[config.mk]
export PLATFORM = sky130hd
export DESIGN_NAME = load_shadow_tracker
export DESIGN_NICKNAME = d
export VERILOG_FILES = /design/src/rtl/lst_pkg.sv /design/src/rtl/lst_ctrl.sv /design/src/rtl/lst_dpath.sv /design/src/rtl/load_shadow_tracker.sv
export SDC_FILE = /design/constraint.sdc
export NUM_CORES = 1
export LEC_CHECK = 0
export ABC_AREA = 1
export BUFFER_PORTS_ARGS = -buffer_cell sky130_fd_sc_hd__buf_2
export CAP_MARGIN = 0
export CORE_MARGIN = 5
export CORE_UTILIZATION = 55
export DETAILED_ROUTE_END_ITERATION = 10
export GPL_ROUTABILITY_DRIVEN = 1
export PLACE_DENSITY = 0.9
export SETUP_SLACK_MARGIN = 0.3
export SLEW_MARGIN = 5
export SYNTH_ARGS = -nofsm -noshare
export SYNTH_HDL_FRONTEND = slang
export SYNTH_SLANG_ARGS = --single-unit
[constraint.sdc]
create_clock -name clk -period 3.63 [get_ports clk]
set_clock_uncertainty 0.1 [all_clocks]
set_input_delay 0.726 -clock clk [delete_from_list [all_inputs] [get_ports clk]]
set_output_delay 0.726 -clock clk [all_outputs]
set_load 0.01 [all_outputs]
[src/rtl/lst_pkg.sv]
package lst_pkg;
  // Strobes the control half sends to the per-entry datapath each cycle
  typedef struct packed {
    logic markSpec;     // issuing entry lands inside the shadow window
    logic plainDeq;     // issuing entry retires immediately
    logic resolveHit;   // held entries leave the queue
    logic resolveMiss;  // held entries are cancelled and re-armed
  } lstStrobe_t;
endpackage

[src/rtl/lst_ctrl.sv]
module lst_ctrl
  import lst_pkg::*;
#(
  parameter int TAG_W       = 4,
  parameter int WIN_LEN     = 2,
  parameter int RESOLVE_LAT = 3
) (
  input  logic             clk,
  input  logic             rstN,
  input  logic             loadIssue,
  input  logic [TAG_W-1:0] loadTag,
  input  logic             issueValid,
  input  logic             resolveValid,
  input  logic [TAG_W-1:0] resolveTag,
  input  logic             resolveHit,
  output lstStrobe_t       strobe,
  output logic             busy
);
  localparam int AGE_W = $clog2(RESOLVE_LAT + 1);
  localparam logic [AGE_W-1:0] AGE_ONE = AGE_W'(1);
  localparam logic [AGE_W-1:0] AGE_WIN = AGE_W'(WIN_LEN);
  localparam logic [AGE_W-1:0] AGE_RES = AGE_W'(RESOLVE_LAT);

  logic             busyQ;
  logic [TAG_W-1:0] tagQ;
  logic [AGE_W-1:0] ageQ;   // cycles since the tracked load issued
  logic             resolveAcc;
  logic             inWindow;

  assign resolveAcc = busyQ && resolveValid && (resolveTag == tagQ) && (ageQ >= AGE_RES);
  assign inWindow   = busyQ && (ageQ >= AGE_ONE) && (ageQ <= AGE_WIN) && !resolveAcc;

  always_comb begin
    strobe.markSpec    = issueValid && inWindow;
    strobe.plainDeq    = issueValid && !inWindow;
    strobe.resolveHit  = resolveAcc && resolveHit;
    strobe.resolveMiss = resolveAcc && !resolveHit;
  end

  always_ff @(posedge clk or negedge rstN) begin
    if (!rstN) begin
      busyQ <= 1'b0;
      tagQ  <= '0;
      ageQ  <= '0;
    end else if (!busyQ) begin
      if (loadIssue) begin
        busyQ <= 1'b1;
        tagQ  <= loadTag;
        ageQ  <= AGE_ONE;
      end
    end else if (resolveAcc) begin
      busyQ <= 1'b0;
      ageQ  <= '0;
    end else if (ageQ < AGE_RES) begin
      ageQ <= ageQ + AGE_ONE;
    end
  end

  assign busy = busyQ;
endmodule

[src/rtl/lst_dpath.sv]
module lst_dpath
  import lst_pkg::*;
#(
  parameter int NUM_ENTRIES = 16,
  parameter int ID_W        = $clog2(NUM_ENTRIES)
) (
  input  logic                   clk,
  input  logic                   rstN,
  input  lstStrobe_t             strobe,
  input  logic [ID_W-1:0]        issueId,
  output logic [NUM_ENTRIES-1:0] inhibitMask,
  output logic [NUM_ENTRIES-1:0] dequeueMask,
  output logic [NUM_ENTRIES-1:0] abortMask
);
  logic [NUM_ENTRIES-1:0] specQ;
  logic [NUM_ENTRIES-1:0] deqQ;
  logic [NUM_ENTRIES-1:0] abortQ;
  logic                   resolveAny;

  assign resolveAny = strobe.resolveHit | strobe.resolveMiss;

  for (genvar i = 0; i < NUM_ENTRIES; i++) begin : gEntry
    logic selfHit;
    assign selfHit = (issueId == ID_W'(i));

    always_ff @(posedge clk or negedge rstN) begin
      if (!rstN) begin
        specQ[i]  <= 1'b0;
        deqQ[i]   <= 1'b0;
        abortQ[i] <= 1'b0;
      end else begin
        specQ[i]  <= (specQ[i] & ~resolveAny) | (strobe.markSpec & selfHit);
        deqQ[i]   <= (strobe.plainDeq & selfHit) | (strobe.resolveHit & specQ[i]);
        abortQ[i] <= strobe.resolveMiss & specQ[i];
      end
    end
  end

  assign inhibitMask = specQ;
  assign dequeueMask = deqQ;
  assign abortMask   = abortQ;
endmodule

[src/rtl/load_shadow_tracker.sv]
module load_shadow_tracker
  import lst_pkg::*;
#(
  parameter int NUM_ENTRIES = 16,
  parameter int TAG_W       = 4,
  parameter int WIN_LEN     = 2,
  parameter int RESOLVE_LAT = 3,
  localparam int ID_W       = $clog2(NUM_ENTRIES)
) (
  input  logic                   clk,
  input  logic                   rstN,
  input  logic                   loadIssue,
  input  logic [TAG_W-1:0]       loadTag,
  input  logic                   issueValid,
  input  logic [ID_W-1:0]        issueId,
  input  logic                   resolveValid,
  input  logic [TAG_W-1:0]       resolveTag,
  input  logic                   resolveHit,
  output logic [NUM_ENTRIES-1:0] inhibitMask,
  output logic [NUM_ENTRIES-1:0] dequeueMask,
  output logic [NUM_ENTRIES-1:0] abortMask,
  output logic                   shadowBusy
);
  lstStrobe_t strobe;

  lst_ctrl #(
    .TAG_W(TAG_W), .WIN_LEN(WIN_LEN), .RESOLVE_LAT(RESOLVE_LAT)
  ) uCtrl (
    .clk(clk), .rstN(rstN), .loadIssue(loadIssue), .loadTag(loadTag),
    .issueValid(issueValid), .resolveValid(resolveValid),
    .resolveTag(resolveTag), .resolveHit(resolveHit),
    .strobe(strobe), .busy(shadowBusy)
  );

  lst_dpath #(
    .NUM_ENTRIES(NUM_ENTRIES), .ID_W(ID_W)
  ) uDpath (
    .clk(clk), .rstN(rstN), .strobe(strobe), .issueId(issueId),
    .inhibitMask(inhibitMask), .dequeueMask(dequeueMask), .abortMask(abortMask)
  );
endmodule

* After elaboration in Yosys (flattened, before gate mapping)
Index checks and enable logic that the tools add are counted.
** Cells by class
- $lt $le $gt $ge :: 4
- Bitwise gates (word level) :: 115
- Reduce and logical (&&, ||, !) cells :: 17
- Eq/ne operators :: 17
- Add/sub/neg operators :: 1
- Muxes and demuxes :: 7
** Operators by type and width (number)
- AND 1 bit :: 80
- bitwise OR 1 bit :: 33
- equality test 4 bit (second input constant) :: 8
- equality test 4 x 3 -> 1 bit (second input constant) :: 4
- logical AND 1 bit :: 10
- equality test 4 x 2 -> 1 bit (second input constant) :: 2
- two-way mux 2 bit :: 4
- equality test 4 x 1 -> 1 bit (second input constant) :: 1
- equality test 4 bit :: 1
- zero test 4 bit :: 1
- AND reduction 2 bit :: 2
- zero test 1 bit :: 3
- two-way mux 1 bit :: 3
- inequality test 3 bit (second input constant) :: 1
- adder 2 x 1 -> 2 bit (second input constant) :: 1
- >= comparator 2 x 1 -> 1 bit (second input constant) :: 1
- >= comparator 2 bit (second input constant) :: 1
- less-or-equal comparator 2 bit (second input constant) :: 1
- less-than comparator 2 bit (second input constant) :: 1
- NOT 1 bit :: 2
- nonzero test 2 bit :: 1
** Word-level totals
- Output and inout bits :: 49
- Bits of input ports :: 18
- Register bits :: 55

* Depth between registers and ports, before layout
- Depth in word-level cells :: 9
- Gate-level depth with buffers :: 10
- Gate-level depth less buffers :: 10

* Hierarchy
A second synthesis with hierarchy kept.
** Second synthesis, totals
- Cell total of the unflattened synthesis :: 264
- Area total of the unflattened synthesis :: 2357.3 µm²
** By module, submodules not included
- lst_dpath :: sequential area each 1201.2 µm², cells an instance 201, area each 1889.3 µm², times used 1
- lst_ctrl :: sequential area each 175.2 µm², cells an instance 63, area each 467.9 µm², times used 1

* Worst setup path before layout
Ideal clock, no wire load.
- Kind :: input-to-reg
- Start :: in resolveTag[2]
- End :: reg uDpath.deqQ[0], in the netlist uDpath.dequeueMask[0]
- Setup slack :: 1.871 ns
- Setup time :: 0.065 ns
- Cell stages on the path :: 9
- Buffers on the path :: 1
- Data arrival time :: 1.594 ns
- Cells stage by stage :: inv_1 > nand2_1 > nand3_1 > nor2_2 > nand3_4 > nor2_4 > buf_6 > nand2_1 > nand2_1
** Between the ends
- Cells in the longest elaborated chain, start to end :: 9
- Elaborated cells on any way between the ends :: 11
- Those cells by class :: eq/ne (1); bitwise (3); reduce/logical (7)
** Ends and longest elaborated chain
- from (decl) :: RTL line load_shadow_tracker.sv:17 : input logic [TAG_W-1:0] resolveTag,
- equality test 4 bit (*) :: RTL line lst_ctrl.sv:30 : assign resolveAcc = busyQ && resolveValid && (resolveTag == tagQ) && (ageQ >= AGE_RES);
- logical AND 1 bit (*) (2 in a row) :: RTL line lst_ctrl.sv:30
- zero test 1 bit :: RTL line lst_ctrl.sv:31 : assign inWindow = busyQ && (ageQ >= AGE_ONE) && (ageQ <= AGE_WIN) && !resolveAcc;
- logical AND 1 bit :: RTL line lst_ctrl.sv:31
- zero test 1 bit :: RTL line lst_ctrl.sv:35 : strobe.plainDeq = issueValid && !inWindow;
- logical AND 1 bit :: RTL line lst_ctrl.sv:35
- AND 1 bit :: RTL line lst_dpath.sv:33 : deqQ[i] <= (strobe.plainDeq & selfHit) | (strobe.resolveHit & specQ[i]);
- bitwise OR 1 bit (*) :: RTL line lst_dpath.sv:33
- to (signal, indexed assignment) :: RTL line lst_dpath.sv:33
- to (decl) :: RTL line lst_dpath.sv:16 : logic [NUM_ENTRIES-1:0] deqQ;
Mark *: on every way between the ends. The rest lies on a longest branch, timed or not.
A chain may end at the register's enable or synchronous reset.

* Final worst setup path
Ends and elaborated chain as after synthesis.

==> results.env <==
DETAILROUTE.VIA_COUNT=2042
CRITICAL_PATH_BUF_INV_COUNT=2
CTS.HOLD.BUFFERS_ADDED=0
ANTENNA-DIODE-COUNT=0
CHIPWIDTH_UM=76.2
ROUTE.DETAILED.DRC=0
YOSYS.CELL_TYPES.COUNT=18
TIMING.HOLD.WORST.CLASS='primary input to async pin'
COMBINATIONALPOWERSHARE=0.353
CLK_ROOT_BUFFER_CELL='clkbuf_8'
CTS_TREE='built'
P_SWITCHING_mW=0.738
ROUTE.DETAILED.VIAS_PER_INST=5.09
MAX_SLEW_MARGIN=0.435
HOLD-WORST-SLACK_PS=414
NUMCTSBUFFERS=5
SYNTHESIS.AREA_MM2=0.00241
POST_CTS_RESIZED=0
STATUS='finished clean'
POWER.INTERNAL_mW=1.11
CLKTRANSATPATHREGS_PS=90
CAP_VIOL_MAX_COUNT=0
NNETSFINAL=371
POSTSYNTHNETCOUNT=308
CTS-ROOT-TO-SINK-BUFFERS=2
POST-SYNTH-TOP-AREA-FRACTION=0.571
FIN_CRIT_SH=0.574
FLOORPLAN.INITIALDENSITY=0.561
GR-USAGE-MET3=0.0556
AREA_GROWTH_SYN_TO_LAYOUT_PCT=17.6
NUMBER_OF_ENABLE_FLIP_FLOP_CELLS_AFTER_SYNTHESIS=0
CRITPATHMOSTFREQUENTCELL='nand2_1'
CRIT_FAMILY='simple AND/OR/NAND/NOR gates'
FINAL_LAYOUT_SETUP_TOTAL_NEGATIVE_SLACK_PS=0
CP-START-KIND='primary input'
IO_PINS=67
GRT_MOST_USED_LAYER='met2'
YS_SEQ_AREA_FRAC=0.571
GRT_START_MAX_NET_PINS=41
AVG_WL_PER_CELL_UM=13.1
CRIT_SLOWEST_CELL='nor2_4'
WORSTMARGINPINSLEW_PS=848
DRT_ITER0_MARKERS=182
PORT-BUFFER-COUNT=66
DIEHEIGHT_UM=76.2
REGISTER_AREA_MM2=0.00138
GRT_ANTENNA_BEFORE_REPAIR=0
ROWS=24
CP_DATA_ARRIVAL_TIME_PS=2230
POWER.SHARE.CLOCK=0.170
GROUTE.LAYER.MET1.USAGE=0.219
YS_TOP_CELLS_BY_COUNT='nand2_1 (97), dfrtp_1 (55), nor2_1 (38)'
FLOORPLAN.DIE_AREA_MM2=0.00580
CRIT_PATH_CELL_TRACE='buf_2, inv_1, nand2_1, nand3_1, nor2_2, nand3_4, nor2_4, nand2_1, nand2_1'
VIAS_IN_THE_FIRST_GLOBAL_ROUTE=2023
CLK_SINKS=55
TIMING.SETUP.CRITICAL_PATH_CLASS='primary input to register'
GPL.FINAL_WEIGHTED_CONGESTION=0.797
GLOBALROUTEMET2UTIL=0.316
TIMING_MAX_TRANSITION_VIOLATIONS_FINAL=0
SWITCHING_SHARE=0.401
WORST_PATH_LARGEST_CELL_DELAY_PS=470
MIN_PERIOD_PS=2080
YS.WARNINGS.COUNT=0
TIMING.CRITICAL_PATH.REQUIRED_PS=3780
GRT_SETUP_UNREPAIRED='no'
IRDROPWORSTVDD_uV=318
AREA_OF_THE_CORE_MM2=0.00429
CTS.REPAIR_TIMING.SETUP_BUFFER_COUNT=0
ANT_NETS=0
SEQ_POWER_SHARE=0.476
CRITICAL_PATH.MAX_FANOUT=36
YOSYSMOSTFREQUENTCELL='nand2_1'
POSTSYNTHREGISTERBITS=55
TIMING_HOLD_VIOLATIONS_FINAL=0
PLACEMENT.SETUP.WORST_SLACK_PS=1260
YS_DOMINANT_REG_CELL='dfrtp_1'
FINAL-SETUP-VIOL-COUNT=0
GRT_OVERFLOW_TOTAL=0
P_TOTAL_mW=1.84
P_PER_AREA_mW_PER_MM2=650
SYNTH_TOP_AREA_CELL='dfrtp_1'
GROUTE.USAGE.OVERALL=0.188
MAX_FREQ_MHz=480
MULTIINPUTGATEAREA_UM2=855
DRT-PASS1-ITER-COUNT=7
LEAKAGE_nW=1.73
FILLERINSTANCES=350
TIMING.REG2REG.SETUP_SLACK_PS=1630
FINAL_CRITICAL_PATH_SETUP_SLACK_PS=1550
LAYOUT-DRIVE-GT1-SHARE=0.226
SYN_AVG_CELL_AREA_UM2=8.40
HTREE_LEVELS=2
END_KIND='register'
CLK-INSERTION-DELAY-LATE_PS=310
SYNTH_ASYNC_SR_FLOP_SHARE=1.00
SUM_OF_ROUTED_WIRE_LENGTH_OVER_ALL_LAYERS_UM=5260
CELL_TYPES_OCCUPYING_THE_MOST_AREA_AFTER_SYNTHESIS='dfrtp_1 (57%), nand2_1 (15%), nor2_1 (5.9%), inv_1 (5.1%), nand3_1 (4.6%)'
SYNTHESIS.INSTANCES=287
GRT_PASS1_WL_UM=8990
DP_HPWL_UM=3710
## flip-flops by register name, summed over array words and instances, names as in the netlist
name	flops
uCtrl.tagQ	4
uDpath.dequeueMask	16
uDpath.inhibitMask	16
uDpath.abortMask	16
uCtrl.ageQ	2
uCtrl.busy	1
## stage by stage
stage,area [um2],util,std cells
final,2830,0.660,401
after global routing,2830,0.660,401
after CTS,2830,0.660,401
after detailed placement,2760,0.642,395
after global placement,2760,0.642,395
after floorplan,2410,-,287
## layout by cell type (no fill, tap or decap)
| cell | n |
|---|---|
| nor2_4 | 1 |
| nand4_1 | 17 |
| clkinvlp_4 | 1 |
| a21oi_1 | 5 |
| nand2_4 | 1 |
| nor2_1 | 38 |
| buf_4 | 1 |
| nor3_4 | 1 |
| dfrtp_1 | 55 |
| inv_1 | 33 |
| clkbuf_8 | 5 |
| nand2_1 | 97 |
| nor2_2 | 2 |
| buf_2 | 66 |
| nand3_4 | 1 |
| nand3_1 | 22 |
| ha_1 | 3 |
## kinds of logic (layout without fill, tap and decap cells)
group	count (synthesis)	count (layout)	synth area share
flip-flops	55	55	0.571
buffers and inverters	44	106	0.0743
AND/OR/NAND/NOR	180	180	0.329
AO/OA/AOI/OAI	5	5	0.0104
adder cells (fa/ha/maj)	3	3	0.0156
## final timing paths
kind	from	end	cells past startpoint
min reg2reg	uDpath.inhibitMask[6]	uDpath.dequeueMask[6]	2
max in group asynchronous	rstN	uDpath.inhibitMask[11]	2
min	rstN	uDpath.abortMask[5]	1
min in group clk	uDpath.inhibitMask[6]	uDpath.dequeueMask[6]	2
max	resolveTag[2]	uDpath.dequeueMask[0]	9
max reg2reg	uCtrl.ageQ[0]	uDpath.dequeueMask[0]	6
## metal layers
layer | up-vias | wire [um]
met5 | - | 0
met4 | 0 | 91
met3 | 8 | 446
met2 | 83 | 2640
met1 | 934 | 2080
li1 | 1017 | -
## layout make-up
type / count / share of cell area
timing repair buffer: 67 / 0.119
tap: 52 / 0.0230
clock buffer: 5 / 0.0243
clock inverter: 1 / 0.00265
inverter: 33 / 0.0437
multi-input combinational: 188 / 0.302
sequential: 55 / 0.486
## power by group through the flow
stage / Combinational (mW) / Clock (mW) / Sequential, mW
finish: 0.652 / 0.314 / 0.878
global route: 0.736 / 0.347 / 0.899
CTS: 0.658 / 0.321 / 0.876
detailed placement: 0.654 / 0 / 0.888
global placement: 0.627 / 0 / 0.885
floorplan: 0.412 / 0 / 0.918
Power figures use the tool's default switching activity.
